`src/rtl/snor_pkg.sv`:
```
package snor_pkg;

   typedef enum logic [2:0] {
      ST_IDLE,
      ST_COLLECT,
      ST_PROG,
      ST_READ,
      ST_RBACK
   } snor_state_e;

   typedef enum logic [2:0] {
      K_READ,
      K_FAST,
      K_PROG,
      K_RDSR,
      K_WRSR,
      K_EN4,
      K_EX4,
      K_BAD
   } snor_kind_e;

   localparam logic [7:0] OPC_READ = 8'h03;
   localparam logic [7:0] OPC_FAST = 8'h0B;
   localparam logic [7:0] OPC_PROG = 8'h02;
   localparam logic [7:0] OPC_RDSR = 8'h05;
   localparam logic [7:0] OPC_WRSR = 8'h01;
   localparam logic [7:0] OPC_EN4  = 8'hB7;
   localparam logic [7:0] OPC_EX4  = 8'hE9;

endpackage

```
`src/rtl/snor_op_decode.sv`:
```
module snor_op_decode
   import snor_pkg::*;
#(
   parameter int DUMMY_BYTES = 1,
   parameter int CNT_W       = 5
) (
   input  logic [7:0]       opc,
   input  logic             four,
   output snor_kind_e       kind,
   output logic [CNT_W-1:0] need
);

   logic [CNT_W-1:0] alen;

   always_comb begin
      alen = four ? CNT_W'(4) : CNT_W'(3);
      unique case (opc)
         OPC_READ: kind = K_READ;
         OPC_FAST: kind = K_FAST;
         OPC_PROG: kind = K_PROG;
         OPC_RDSR: kind = K_RDSR;
         OPC_WRSR: kind = K_WRSR;
         OPC_EN4:  kind = K_EN4;
         OPC_EX4:  kind = K_EX4;
         default:  kind = K_BAD;
      endcase
      unique case (kind)
         K_READ, K_PROG: need = alen;
         K_FAST:         need = alen + CNT_W'(DUMMY_BYTES);
         K_WRSR:         need = CNT_W'(1);
         default:        need = '0;
      endcase
   end

endmodule

```
`src/rtl/snor_addr_reg.sv`:
```
module snor_addr_reg #(
   parameter int ADDR_W = 10
) (
   input  logic              clk,
   input  logic              rst_n,
   input  logic              clr,
   input  logic              shift,
   input  logic              incr,
   input  logic [7:0]        byte_in,
   output logic [ADDR_W-1:0] addr
);

   logic [ADDR_W+7:0] shifted;

   assign shifted = {addr, byte_in};

   always_ff @(posedge clk or negedge rst_n) begin
      if (!rst_n)     addr <= '0;
      else if (clr)   addr <= '0;
      else if (shift) addr <= shifted[ADDR_W-1:0];
      else if (incr)  addr <= addr + 1'b1;
   end

endmodule

```
`src/rtl/snor_cmd_seq.sv`:
```
module snor_cmd_seq
   import snor_pkg::*;
#(
   parameter int ADDR_W      = 10,
   parameter int DUMMY_BYTES = 1,
   parameter int COLL_DEPTH  = 16
) (
   input  logic              clk,
   input  logic              rst_n,
   input  logic              cs_n,
   input  logic              stb,
   input  logic [7:0]        rx_byte,
   output logic              resp_vld,
   output logic [7:0]        resp_byte,
   output logic [ADDR_W-1:0] mem_raddr,
   input  logic [7:0]        mem_rdata,
   output logic [ADDR_W-1:0] mem_waddr,
   output logic [7:0]        mem_wdata,
   output logic              mem_we
);

   localparam int CNT_W    = $clog2(COLL_DEPTH + 1);
   localparam int MAX_NEED = 4 + DUMMY_BYTES;

   generate
      if (ADDR_W < 8 || ADDR_W > 32) begin : g_bad_addr_w
         $error("snor_cmd_seq: ADDR_W must lie in 8..32");
      end
      if (COLL_DEPTH < MAX_NEED) begin : g_bad_depth
         $error("snor_cmd_seq: COLL_DEPTH too small for address plus dummy bytes");
      end
      if (DUMMY_BYTES < 0) begin : g_bad_dummy
         $error("snor_cmd_seq: DUMMY_BYTES must not be negative");
      end
   endgenerate

   snor_state_e      state_q;
   snor_kind_e       kind_q;
   snor_kind_e       dec_kind;
   logic [CNT_W-1:0] dec_need;
   logic [CNT_W-1:0] need_q;
   logic [CNT_W-1:0] cnt_q;
   logic             four_q;
   logic [7:0]       stat_q;
   logic [7:0]       rb_q;
   logic             hit;
   logic             a_clr, a_shift, a_incr;
   logic [CNT_W-1:0] alen;
   logic [ADDR_W-1:0] cur_addr;

   assign hit  = stb && !cs_n;
   assign alen = four_q ? CNT_W'(4) : CNT_W'(3);

   snor_op_decode #(
      .DUMMY_BYTES (DUMMY_BYTES),
      .CNT_W       (CNT_W)
   ) u_dec (
      .opc  (rx_byte),
      .four (four_q),
      .kind (dec_kind),
      .need (dec_need)
   );

   assign a_clr   = hit && (state_q == ST_IDLE);
   assign a_shift = hit && (state_q == ST_COLLECT) && (kind_q != K_WRSR) && (cnt_q < alen);
   assign a_incr  = hit && ((state_q == ST_READ) || (state_q == ST_PROG));

   snor_addr_reg #(
      .ADDR_W (ADDR_W)
   ) u_addr (
      .clk     (clk),
      .rst_n   (rst_n),
      .clr     (a_clr),
      .shift   (a_shift),
      .incr    (a_incr),
      .byte_in (rx_byte),
      .addr    (cur_addr)
   );

   assign mem_raddr = cur_addr;
   assign mem_waddr = cur_addr;
   assign mem_wdata = rx_byte & mem_rdata;
   assign mem_we    = hit && (state_q == ST_PROG);

   always_ff @(posedge clk or negedge rst_n) begin
      if (!rst_n) begin
         state_q   <= ST_IDLE;
         kind_q    <= K_BAD;
         need_q    <= '0;
         cnt_q     <= '0;
         four_q    <= 1'b0;
         stat_q    <= 8'h00;
         rb_q      <= 8'h00;
         resp_vld  <= 1'b0;
         resp_byte <= 8'h00;
      end else begin
         resp_vld <= hit;
         if (hit) begin
            unique case (state_q)
               ST_READ:  resp_byte <= mem_rdata;
               ST_RBACK: resp_byte <= rb_q;
               default:  resp_byte <= 8'h00;
            endcase
         end
         if (cs_n) begin
            state_q <= ST_IDLE;
            cnt_q   <= '0;
         end else if (hit) begin
            unique case (state_q)
               ST_IDLE: begin
                  kind_q <= dec_kind;
                  need_q <= dec_need;
                  cnt_q  <= '0;
                  unique case (dec_kind)
                     K_READ, K_FAST, K_PROG, K_WRSR: state_q <= ST_COLLECT;
                     K_RDSR: begin
                        rb_q    <= {stat_q[7:1], 1'b0};
                        state_q <= ST_RBACK;
                     end
                     K_EN4: four_q <= 1'b1;
                     K_EX4: four_q <= 1'b0;
                     default: begin
                        rb_q    <= 8'h00;
                        state_q <= ST_RBACK;
                     end
                  endcase
               end
               ST_COLLECT: begin
                  if (kind_q == K_WRSR) begin
                     stat_q  <= rx_byte;
                     state_q <= ST_IDLE;
                  end else begin
                     cnt_q <= cnt_q + 1'b1;
                     if (cnt_q + 1'b1 == need_q)
                        state_q <= (kind_q == K_PROG) ? ST_PROG : ST_READ;
                  end
               end
               default: ;
            endcase
         end
      end
   end

endmodule

```
`config.mk`:
```
export PLATFORM = sky130hd
export DESIGN_NAME = snor_cmd_seq
export DESIGN_NICKNAME = d
export VERILOG_FILES = /design/src/rtl/snor_pkg.sv /design/src/rtl/snor_op_decode.sv /design/src/rtl/snor_addr_reg.sv /design/src/rtl/snor_cmd_seq.sv
export SDC_FILE = /design/constraint.sdc
export NUM_CORES = 1
export LEC_CHECK = 0
export BUFFER_PORTS_ARGS = -buffer_cell sky130_fd_sc_hd__buf_4
export CORE_MARGIN = 2
export CORE_UTILIZATION = 60
export CTS_CLUSTER_SIZE = 28
export DETAILED_ROUTE_END_ITERATION = 16
export GPL_TIMING_DRIVEN = 0
export PLACE_DENSITY = 0.83
export SYNTH_ARGS = -nofsm -noshare
export SYNTH_HDL_FRONTEND = slang
export SYNTH_HIERARCHICAL = 1
export SYNTH_SLANG_ARGS = --single-unit
```
`constraint.sdc`:
```
create_clock -name clk -period 3.98 [get_ports clk]
set_clock_uncertainty 0.2 [all_clocks]
set_input_delay 0.398 -clock clk [delete_from_list [all_inputs] [get_ports clk]]
set_output_delay 0.398 -clock clk [all_outputs]
set_load 0.05 [all_outputs]
```
==> results of run 1 <==
[worst max-delay path, delay by kind of cell]
kind / cells / cell delay (ns)
buffers and inverters: 2 / 0.26
and+or+nand+nor: 3 / 0.55
AOI/OAI and AO/OA: 4 / 1.21
muxes: 1 / 0.36
xor gates and xnor gates: 1 / 0.25
[sequential cells by signal, indices dropped and copies added (netlist names)]
register and flops:
stat_q 7, kind_q 3, four_q 1, rb_q 7, state_q 3, resp_vld 1
u_addr/addr 10, cnt_q 5, need_q 5, resp_byte 8
[cell families after synthesis]
| kind of cell | count (synthesis) |
|---|---|
| xor gates and xnor gates | 11 |
| buffers and inverters | 30 |
| DFF | 50 |
| other | 1 |
| muxes | 17 |
| AOI/OAI and AO/OA | 63 |
| and+or+nand+nor | 126 |
| adders and majority gates | 5 |
[metrics by stage]
stage | area, um2 | power (mW)
finish | 3560 | 1.06
global route | 3560 | 1.11
CTS | 3560 | 1.07
detailed placement | 3460 | 0.763
global placement | 3460 | 0.758
floorplan | 2950 | 0.685
[final timing paths]
check,from,to,depth (start not counted)
worst min register to register,rb_q[3],rb_q[3],2
worst min-delay path,mem_rdata[0],resp_byte[0],3
min in group asynchronous,rst_n,resp_byte[6],2
worst max register to register,state_q[0],u_addr/addr[9],8
worst max-delay path,rx_byte[3],state_q[0],11
max in group asynchronous,rst_n,need_q[2],2
[layer usage]
metal / wire (um) / vias up / GRT usage [%]
li1: - / 1226 / -
met1: 2960 / 1234 / 36.5
met2: 3200 / 74 / 43.2
met3: 379 / 4 / 4.88
met4: 41 / 0 / 6.26
met5: 0 / - / 0
[layout make-up]
class	count	area [um2]	area share (%)
flip-flops and latches	50	1250	35.2
plain buffers	23	159	4.46
clock buffers	6	82.6	2.32
clock inverters	2	12.5	0.351
inverters	7	26.3	0.738
well taps	67	83.8	2.35
multi-input cells	224	1510	42.3
repair buffers	58	438	12.3
[placed cells by master, fill, tap and decap left out, types with 3 or more instances in the layout]
master / instances
nor4_1: 3
ha_1: 4
or3_1: 4
nor2_1: 28
and2_1: 8
a211oi_1: 4
clkbuf_8: 6
nand4_1: 4
o21ai_0: 18
nand3_1: 9
mux2_2: 16
a311oi_1: 3
dfstp_2: 3
nor3_1: 6
dfrtp_1: 47
clkbuf_1: 4
buf_6: 3
xor2_1: 5
a31oi_1: 3
nor3b_1: 5
nand2_1: 35
inv_1: 6
nand4_2: 3
xnor2_1: 6
buf_4: 69
and3_1: 4
nand2b_1: 4
o21ai_1: 4
buf_2: 4
a221oi_1: 7
[report_power, final]
group	internal, mW	leakage, nW	switching, mW	total, mW
Combinational	0.0727	0.932	0.127	0.199
Sequential	0.532	0.667	0.0230	0.555
Clock	0.140	0.0472	0.166	0.306
Total	0.745	1.65	0.316	1.06
[what timing repair did]
item                      in CTS  in global routing
hold buffers                   1                  0
hold endpoints to repair      47                  0
resized for setup              0                  0
==> metrics.cfg, run 1 <==
[status]
status = finished, final reports clean

[sta]
slew_viol_final = 0
holdWs_ns = 0.129
fin_ws_ns = 0.952
tns_ns = 0
period_share_pct = 76.1
rsz0062_at_grt = no
worstMarginPinSlew_ns = 0.768
post-route-min-period_ns = 3.03
setup_viol = 0
fmax_mhz = 330
slew_headroom_pct = 48.4
hold_viol_final = 0

[synth]
synth_common_cells = dfrtp_1, nand2_1, nor2_1, o21ai_0, mux2_2
synth_top_family_by_area = simple AND/OR/NAND/NOR gates
yosysTopAreaCellShare_pct = 40.0
ys_seq_area_share_pct = 42.7
yosys.area_share.simple_pct = 23.2
ys.flop_type = dfrtp_1
synth-xor-area-share_pct = 3.28
synth_cell_types = 63
ys_warn_count = 6
synth_most_common_cell = dfrtp_1
synth.ff_latch_count = 50
synth-adder-area-share_pct = 2.04
syn_inst = 303
syn_avg_cell_area_um2 = 9.71
synth.area.mux_share_pct = 6.51
synth_area_leaders = dfrtp_1, mux2_2, nand2_1, nor2_1, o21ai_0
synth_area_leader_cell = dfrtp_1
synth-compound-area-share_pct = 15.9
synth_edf_count = 0
syn-cell-area_mm2 = 0.00294
synthArstFlopShare_pct = 100

[routing]
vias_per_cell = 5.81
wirelength_um = 6580
wl_per_cell_um = 15.1
drtPass1Iterations = 5
drc = 0
ant_nets = 0
vias = 2538
drt_iter0_markers = 101

[layout]
antenna_cells = 0
fin_util_pct = 75.4
fill_cells = 360
final_layout_size_suffix_gt1_share_pct = 32.2
fin_cells = 437
syn_to_final_growth_pct = 21.1
num-nets-final = 393

[cts]
cts_tree = built
clk_latency_ns = 0.30
clock_path_buffers = 2
cts_root_buf = clkbuf_8
cts_setup_buffers = 0
path_clk_slew_ns = 0.09
cts_made_buffers = 5
clkSinkCount = 50
cts.htree.levels = 2

[worst_setup_path]
crit_fanout = 10
endpoint_kind = register
crit_chain = buf_4 > buf_6 > and4bb_1 > nand3_1 > a21boi_0 > o21ai_0 > xnor2_1 > o311a_1 > nand4_2 > o41ai_2 > mux2_1
reg2reg_setup_slack_ns = 1.03
start_kind = input pin
critPathMaxStageDelay_ns = 0.43
crit_required_ns = 3.97
worstSetupPathType = in2reg
crit_arrival_ns = 3.02
cp_slowest_cell = o41ai_2

[power]
power_density_mw_per_mm2 = 298
power_leakage_nw = 1.65
ir_worst_vdd_mv = 0.245

[global_routing]
grt_pass1_wl_um = 11200
grt-ovfl-total = 0
grt_use_total_pct = 26.3
grt_pass1_vias = 2349
antenna_found_initial = 0
grt_max_degree = 51

[place]
gp_congestion = 0.888
dpl.hpwl_um = 4830
dp.cells = 428
portBuffers = 57
dp_slack_ns = 0.701

[die]
dieArea_mm2 = 0.00548
ios = 58
die_h_um = 74.0
die_w_um = 74.0
num_rows = 25
initial_core_util_pct = 62.3
design.core.area_mm2 = 0.00472

[worst_hold_path]
min_path_type = in2reg

[run]
maxCapViolations = 0

(Power assumes the default switching activity.)
==> run 2, diff against run 1 <==
Settings changed: CORE_UTILIZATION 60 to 55, PLACE_DENSITY 0.83 to 0.77.
Clock period 3.98 ns to 3.1 ns, I/O delays scaled along.
==> run 2 against run 1 <==
  * Power rose by 28%
  * Die area rose by 8.6%
  * Cell count rose by 0.69%
  * Worst hold slack worse by 0.11 ns
  * Largest power group unchanged
  * Sequential power grew 28%
  * Highest routed layer unchanged
  * Utilization decreased by 6.0 points
  * Non-clock buffer count unchanged
  * Count of clock-buffer cells in the layout decreased by 1
  * Critical path depth decreased by 3
  * Worst setup slack worse by 0.66 ns
==> metrics.cfg, run 2 (synthesized netlist as in run 1, its figures left out) <==
[status]
status = finished, final reports clean

[sta]
slew_viol_final = 0  ; unchanged
setup_viol = 0  ; unchanged
hold_viol_final = 0  ; unchanged
slew_headroom_pct = 53.2  ; +4.8 points
fmax_mhz = 356
period_share_pct = 90.5
rsz0062_at_grt = no
post-route-min-period_ns = 2.81
worstMarginPinSlew_ns = 0.696  ; -0.0719 ns

[cts]
cts.htree.levels = 2  ; unchanged
path_clk_slew_ns = 0.10  ; about the same
cts_tree = built
cts_made_buffers = 5  ; unchanged
cts_root_buf = clkbuf_8
clkSinkCount = 50  ; unchanged
clk_latency_ns = 0.31  ; about the same
clock_path_buffers = 2  ; unchanged

[place]
portBuffers = 57  ; unchanged
dpl.hpwl_um = 4830  ; about the same
dp.cells = 431  ; +0.70%
gp_congestion = 0.839  ; -5.6%

[routing]
drt_iter0_markers = 170  ; +68%
wl_per_cell_um = 15.0  ; -0.44%
vias_per_cell = 5.74  ; -1.1%
drtPass1Iterations = 6  ; +1
ant_nets = 0  ; unchanged
wirelength_um = 6590  ; +0.24%
vias = 2527  ; -0.43%
drc = 0  ; unchanged

[layout]
largest_reg_flops = 10  ; unchanged
final_cell_mix = buf_4, dfrtp_1, nand2_1, nor2_1, o21ai_0
reg.largest.list = u_addr/addr x10, resp_byte x8
syn_to_final_growth_pct = 21.2
antenna_cells = 0  ; unchanged
fin_cells = 440  ; +0.69%
largest-register = u_addr/addr
final_layout_size_suffix_gt1_share_pct = 32.4  ; +0.27 points
fill_cells = 444  ; +23%
num-nets-final = 393  ; unchanged
layout_commonest_cell = buf_4

[global_routing]
grt-ovfl-total = 0  ; unchanged
antenna_found_initial = 0  ; unchanged
grt_pass1_wl_um = 11100  ; -0.56%
grt_max_degree = 51  ; unchanged
grt_use_total_pct = 23.0  ; -3.3 points
grt_pass1_vias = 2277  ; -3.1%

[worst_setup_path]
crit_required_ns = 3.10  ; -0.87 ns
start_kind = register
crit_arrival_ns = 2.81  ; -0.21 ns
worstSetupPathType = reg2reg
endpoint_kind = register
crit_fanout = 9  ; -1

[die]
design.core.area_mm2 = 0.00514  ; +8.8%
die_w_um = 77.1  ; +4.2%
num_rows = 26  ; +4.0%
die_h_um = 77.1  ; +4.2%
initial_core_util_pct = 57.2  ; -5.0 points
dieArea_mm2 = 0.00595  ; +8.6%
ios = 58  ; unchanged

[power]
power_leakage_nw = 1.64  ; -0.11%
ir_worst_vdd_mv = 0.272  ; +11%
p_total_mw = 1.35  ; +28%
power_density_mw_per_mm2 = 380  ; +28%

[worst_hold_path]
min_path_type = in2reg

[run]
maxCapViolations = 0  ; unchanged

## run 2: through the flow
step / hold WS, ns / utilization, % / setup TNS [ns] / setup WS (ns) / area (um2)
floorplan: -0.186 / - / 0 / 0.406 / 2950
detailed placement: 0.174 / 67.3 / -0.0278 / -0.0278 / 3460
global placement: 0.172 / 67.3 / -0.0341 / -0.0341 / 3460
finish: 0.0218 / 69.4 / 0 / 0.294 / 3570
CTS: 0.0184 / 69.3 / 0 / 0.167 / 3560
global route: 0.0230 / 69.4 / 0 / 0.110 / 3570
## run 2: layout make-up
cell class / count / area, um2 / area share [%]
flip-flops and latches: 50 / 1250 / 35.2
multi-input cells: 224 / 1510 / 42.4
clock inverters: 3 / 21.3 / 0.596
repair buffers: 58 / 438 / 12.3
plain buffers: 23 / 159 / 4.46
inverters: 7 / 26.3 / 0.737
clock buffers: 5 / 68.8 / 1.93
well taps: 70 / 87.6 / 2.46
## run 2: metal layers
metal	global-route usage, %	vias up	part of all wire (%)
li1	-	1220	-
met1	32.5	1220	46
met2	36.5	81	48
met3	4.24	6	5.4
met4	6.07	0	0.71
met5	0	-	0
## run 2: path summary, 6_finish.rpt
kind / from / endpoint / slack (ns) / cells past startpoint
worst max-delay path: state_q[0] / u_addr/addr[9] / 0.29 / 8
worst min-delay path: mem_rdata[0] / resp_byte[0] / 0.02 / 3
worst max register to register: state_q[0] / u_addr/addr[9] / 0.29 / 8
worst min register to register: resp_byte[0] / resp_byte[0] / 0.28 / 2
max in group asynchronous: rst_n / cnt_q[1] / 1.90 / 2
min in group asynchronous: rst_n / resp_byte[6] / 0.38 / 2
## run 2: worst max-delay path, cell delays in order (launching register included)
cell	delay [ns]
dfrtp_1	0.51
or3b_1	0.44
nor3_2	0.26
nand2_1	0.09
nor4_1	0.15
buf_2	0.24
mux2_2	0.37
nor4b_1	0.14
a211o_1	0.29
## run 2: timing repair
item                                    CTS  global route
resized for setup                         0             2
hold buffers                              1             0
endpoints found under the setup margin    0             2
endpoints found under the hold margin    47             0
buffers inserted                          0             0
## run 2: where the power goes
group / internal [mW] / total, mW / switching [mW] / leakage, nW
logic: 0.0932 / 0.256 / 0.163 / 0.933
clock network: 0.159 / 0.387 / 0.228 / 0.0441
registers: 0.683 / 0.711 / 0.0283 / 0.667
total: 0.935 / 1.35 / 0.420 / 1.64
==> run 3, diff against run 2 <==
Settings changed: CORE_MARGIN 2 to 3, CORE_UTILIZATION 55 to 54, PLACE_DENSITY 0.77 to 0.76, SYNTH_HIERARCHICAL 1 to unset.
==> run 3 against run 2 <==
  * Worst hold slack better by 0.0074 ns
  * Count of clock-buffer cells in the layout grew 2
  * Sequential power fell by 6.8%
  * Critical endpoint is now mem_we
  * Largest cell class unchanged
  * Highest routed layer unchanged
==> metrics.cfg, run 3 <==
[global_routing]
grt_use_total_pct = 22.6  ; -0.36 points
grt_pass1_wl_um = 10700  ; -3.2%
grt_pass1_vias = 2155  ; -5.4%
grt-ovfl-total = 0  ; unchanged
antenna_found_initial = 0  ; unchanged
grt_max_degree = 49  ; -3.9%

[die]
die_w_um = 76.4  ; -0.91%
dieArea_mm2 = 0.00584  ; -1.8%
initial_core_util_pct = 58.7  ; +1.5 points
ios = 58  ; unchanged
design.core.area_mm2 = 0.00456  ; -11%
num_rows = 24  ; -7.7%
die_h_um = 76.4  ; -0.91%

[power]
p_comb_share_pct = 17.9  ; -1.0 points
p_seq_share_pct = 52.0  ; -0.5 points
power_switching_mw = 0.369  ; -12%
power_leakage_nw = 1.56  ; -4.9%
ir_worst_vdd_mv = 0.229  ; -16%
power_density_mw_per_mm2 = 388  ; +2.1%
power.internal_mw = 0.906  ; -3.1%
power_frac_clock_pct = 30.1  ; +1.5 points
swShare_pct = 28.9  ; -2.0 points
p_total_mw = 1.27  ; -5.9%

[layout]
multi_input_comb_area_mm2 = 0.00133  ; -12%
final_layout_size_suffix_gt1_share_pct = 27.2  ; -5.2 points
reg.largest.list = u_addr.addr x10, resp_byte x8
largest-register = u_addr.addr
register_area_mm2 = 0.00120  ; -4.0%
num-nets-final = 365  ; -7.1%
layout_commonest_cell = buf_4
final_cell_mix = buf_4, dfrtp_1, nor2_1, o21ai_0, nand2_1
fill_cells = 403  ; -9.2%
largest_reg_flops = 10  ; unchanged
syn_to_final_growth_pct = 22.6
antenna_cells = 0  ; unchanged

[sta]
setup_viol = 0  ; unchanged
tns_ns = 0  ; unchanged
slew_headroom_pct = 33.6  ; -20 points
fmax_mhz = 409  ; +15%
slew_viol_final = 0  ; unchanged
fin_ws_ns = 0.655  ; +0.361 ns
worstMarginPinSlew_ns = 0.989  ; +0.293 ns
rsz0062_at_grt = no
hold_viol_final = 0  ; unchanged
period_share_pct = 78.9  ; -12 points
post-route-min-period_ns = 2.44  ; -0.361 ns

[synth]
synth_area_leaders = dfrtp_1, nor2_1, o21ai_0, and2_1, dfstp_2
synth.ff_latch_count = 48  ; -4.0%
synth_cell_types = 58  ; -7.9%
syn_avg_cell_area_um2 = 9.67  ; -0.38%
syn_nets = 301
synth_edf_count = 0  ; unchanged
syn-cell-area_mm2 = 0.00268  ; -8.9%
synth_most_common_cell = dfrtp_1
syn_inst = 277  ; -8.6%
ys_warn_count = 0  ; -6
synth_area_leader_cell = dfrtp_1
ys.flop_type = dfrtp_1
synthArstFlopShare_pct = 100  ; unchanged
synth_common_cells = dfrtp_1, nor2_1, o21ai_0, nand2_1, and2_1
yosysTopAreaCellShare_pct = 42.0  ; +2.1 points
ys_seq_area_share_pct = 45.0  ; +2.3 points

[worst_setup_path]
reg2reg_setup_slack_ns = 0.82  ; +0.53 ns
start_kind = register
crit_required_ns = 2.59  ; -0.51 ns
endpoint_kind = primary output
reg2reg_to = u_addr.addr[8]
r2r_start = state_q[0]
crit_arrival_ns = 1.93  ; -0.88 ns
crit_fanout = 10  ; +1
worstSetupPathType = reg2out
reg2regPathDepth = 5  ; -3

[cts]
cts.htree.levels = 2  ; unchanged
clk_latency_ns = 0.29  ; -0.02 ns
clkSinkCount = 48  ; -4.0%
cts_setup_buffers = 0  ; unchanged
clock_path_buffers = 2  ; unchanged
path_clk_slew_ns = 0.08  ; -0.02 ns
cts_resized = 0  ; unchanged
cts_made_buffers = 5  ; unchanged
cts_hold_buf = 1  ; unchanged
cts_tree = built
cts_root_buf = clkbuf_8

[worst_hold_path]
min_path_cells = 2  ; -1
hp-start = cs_n
min_to = state_q[1]
min_path_type = in2reg

[routing]
drtPass1Iterations = 5  ; -1
vias_per_cell = 5.71  ; -0.66%
wirelength_um = 6320  ; -4.1%
drc = 0  ; unchanged
drt_iter0_markers = 122  ; -28%
vias = 2322  ; -8.1%
ant_nets = 0  ; unchanged
wl_per_cell_um = 15.5  ; +3.6%

[place]
portBuffers = 56  ; -1.8%
gp_congestion = 0.848  ; +1.2%
dp_slack_ns = 0.822  ; +0.850 ns
dpl.hpwl_um = 4640  ; -4.0%

[status]
status = finished, final reports clean

[run]
maxCapViolations = 0  ; unchanged

[run 3: cell families (layout without fill, tap and decap cells)]
kind of cell / Yosys count / after routing / share of synthesized area [%]
adders and majority gates: 4 / 4 / 1.87
AOI/OAI and AO/OA: 76 / 76 / 20.3
muxes: 10 / 10 / 4.11
and+or+nand+nor: 106 / 106 / 21.7
DFF: 48 / 48 / 45.0
xor gates and xnor gates: 5 / 5 / 1.64
buffers and inverters: 28 / 93 / 5.46
[run 3: worst max-delay path: stages, from the launching register on]
cell,delay (ns)
dfrtp_1,0.43
or4bb_1,0.61
clkbuf_1,0.26
nor2_1,0.13
buf_4,0.20
[run 3: final cells by class]
type	instances	share of cell area, %
multi-input cells	201	40.4
flip-flops and latches	48	36.7
repair buffers	57	13.1
plain buffers	22	3.77
clock buffers	7	2.63
well taps	65	2.48
inverters	6	0.686
clock inverters	1	0.229
[run 3: routing by layer]
layer,routed length (um),global-route usage [%],part of all wire (%)
met1,2870,32.8,45
met2,3080,35.9,49
met3,337,3.43,5.3
met4,35,4.89,0.55
met5,0,0,0
[run 3: stage by stage]
stage | std cells | hold slack, ns | instance area [um2] | utilization [%]
2_1_floorplan | 277 | -0.186 | 2680 | -
3_3_place_gp | 398 | 0.155 | 3180 | 69.7
3_5_place_dp | 398 | 0.159 | 3180 | 69.7
4_1_cts | 407 | 0.0162 | 3280 | 72.0
5_1_grt | 407 | 0.0180 | 3280 | 72.0
6_report | 407 | 0.0292 | 3280 | 72.0
[run 3: power groups by stage]
stage	clock network (mW)	logic (mW)	registers [mW]
global placement	0	0.226	0.676
finish	0.383	0.228	0.663
floorplan	0	0.0949	0.718
detailed placement	0	0.229	0.675
global route	0.421	0.245	0.666
CTS	0.394	0.230	0.663
[run 3: worst max-delay path by stage]
stage               startpoint  depth (start not counted)             end  slack (ns)
global placement    state_q[0]                          5  u_addr.addr[8]        0.83
finish              state_q[2]                          4          mem_we        0.66
CTS                 state_q[2]                          4          mem_we        0.63
global route        state_q[2]                          4          mem_we        0.52
detailed placement  state_q[0]                          5  u_addr.addr[8]        0.82
floorplan           state_q[2]                          3          mem_we        0.77
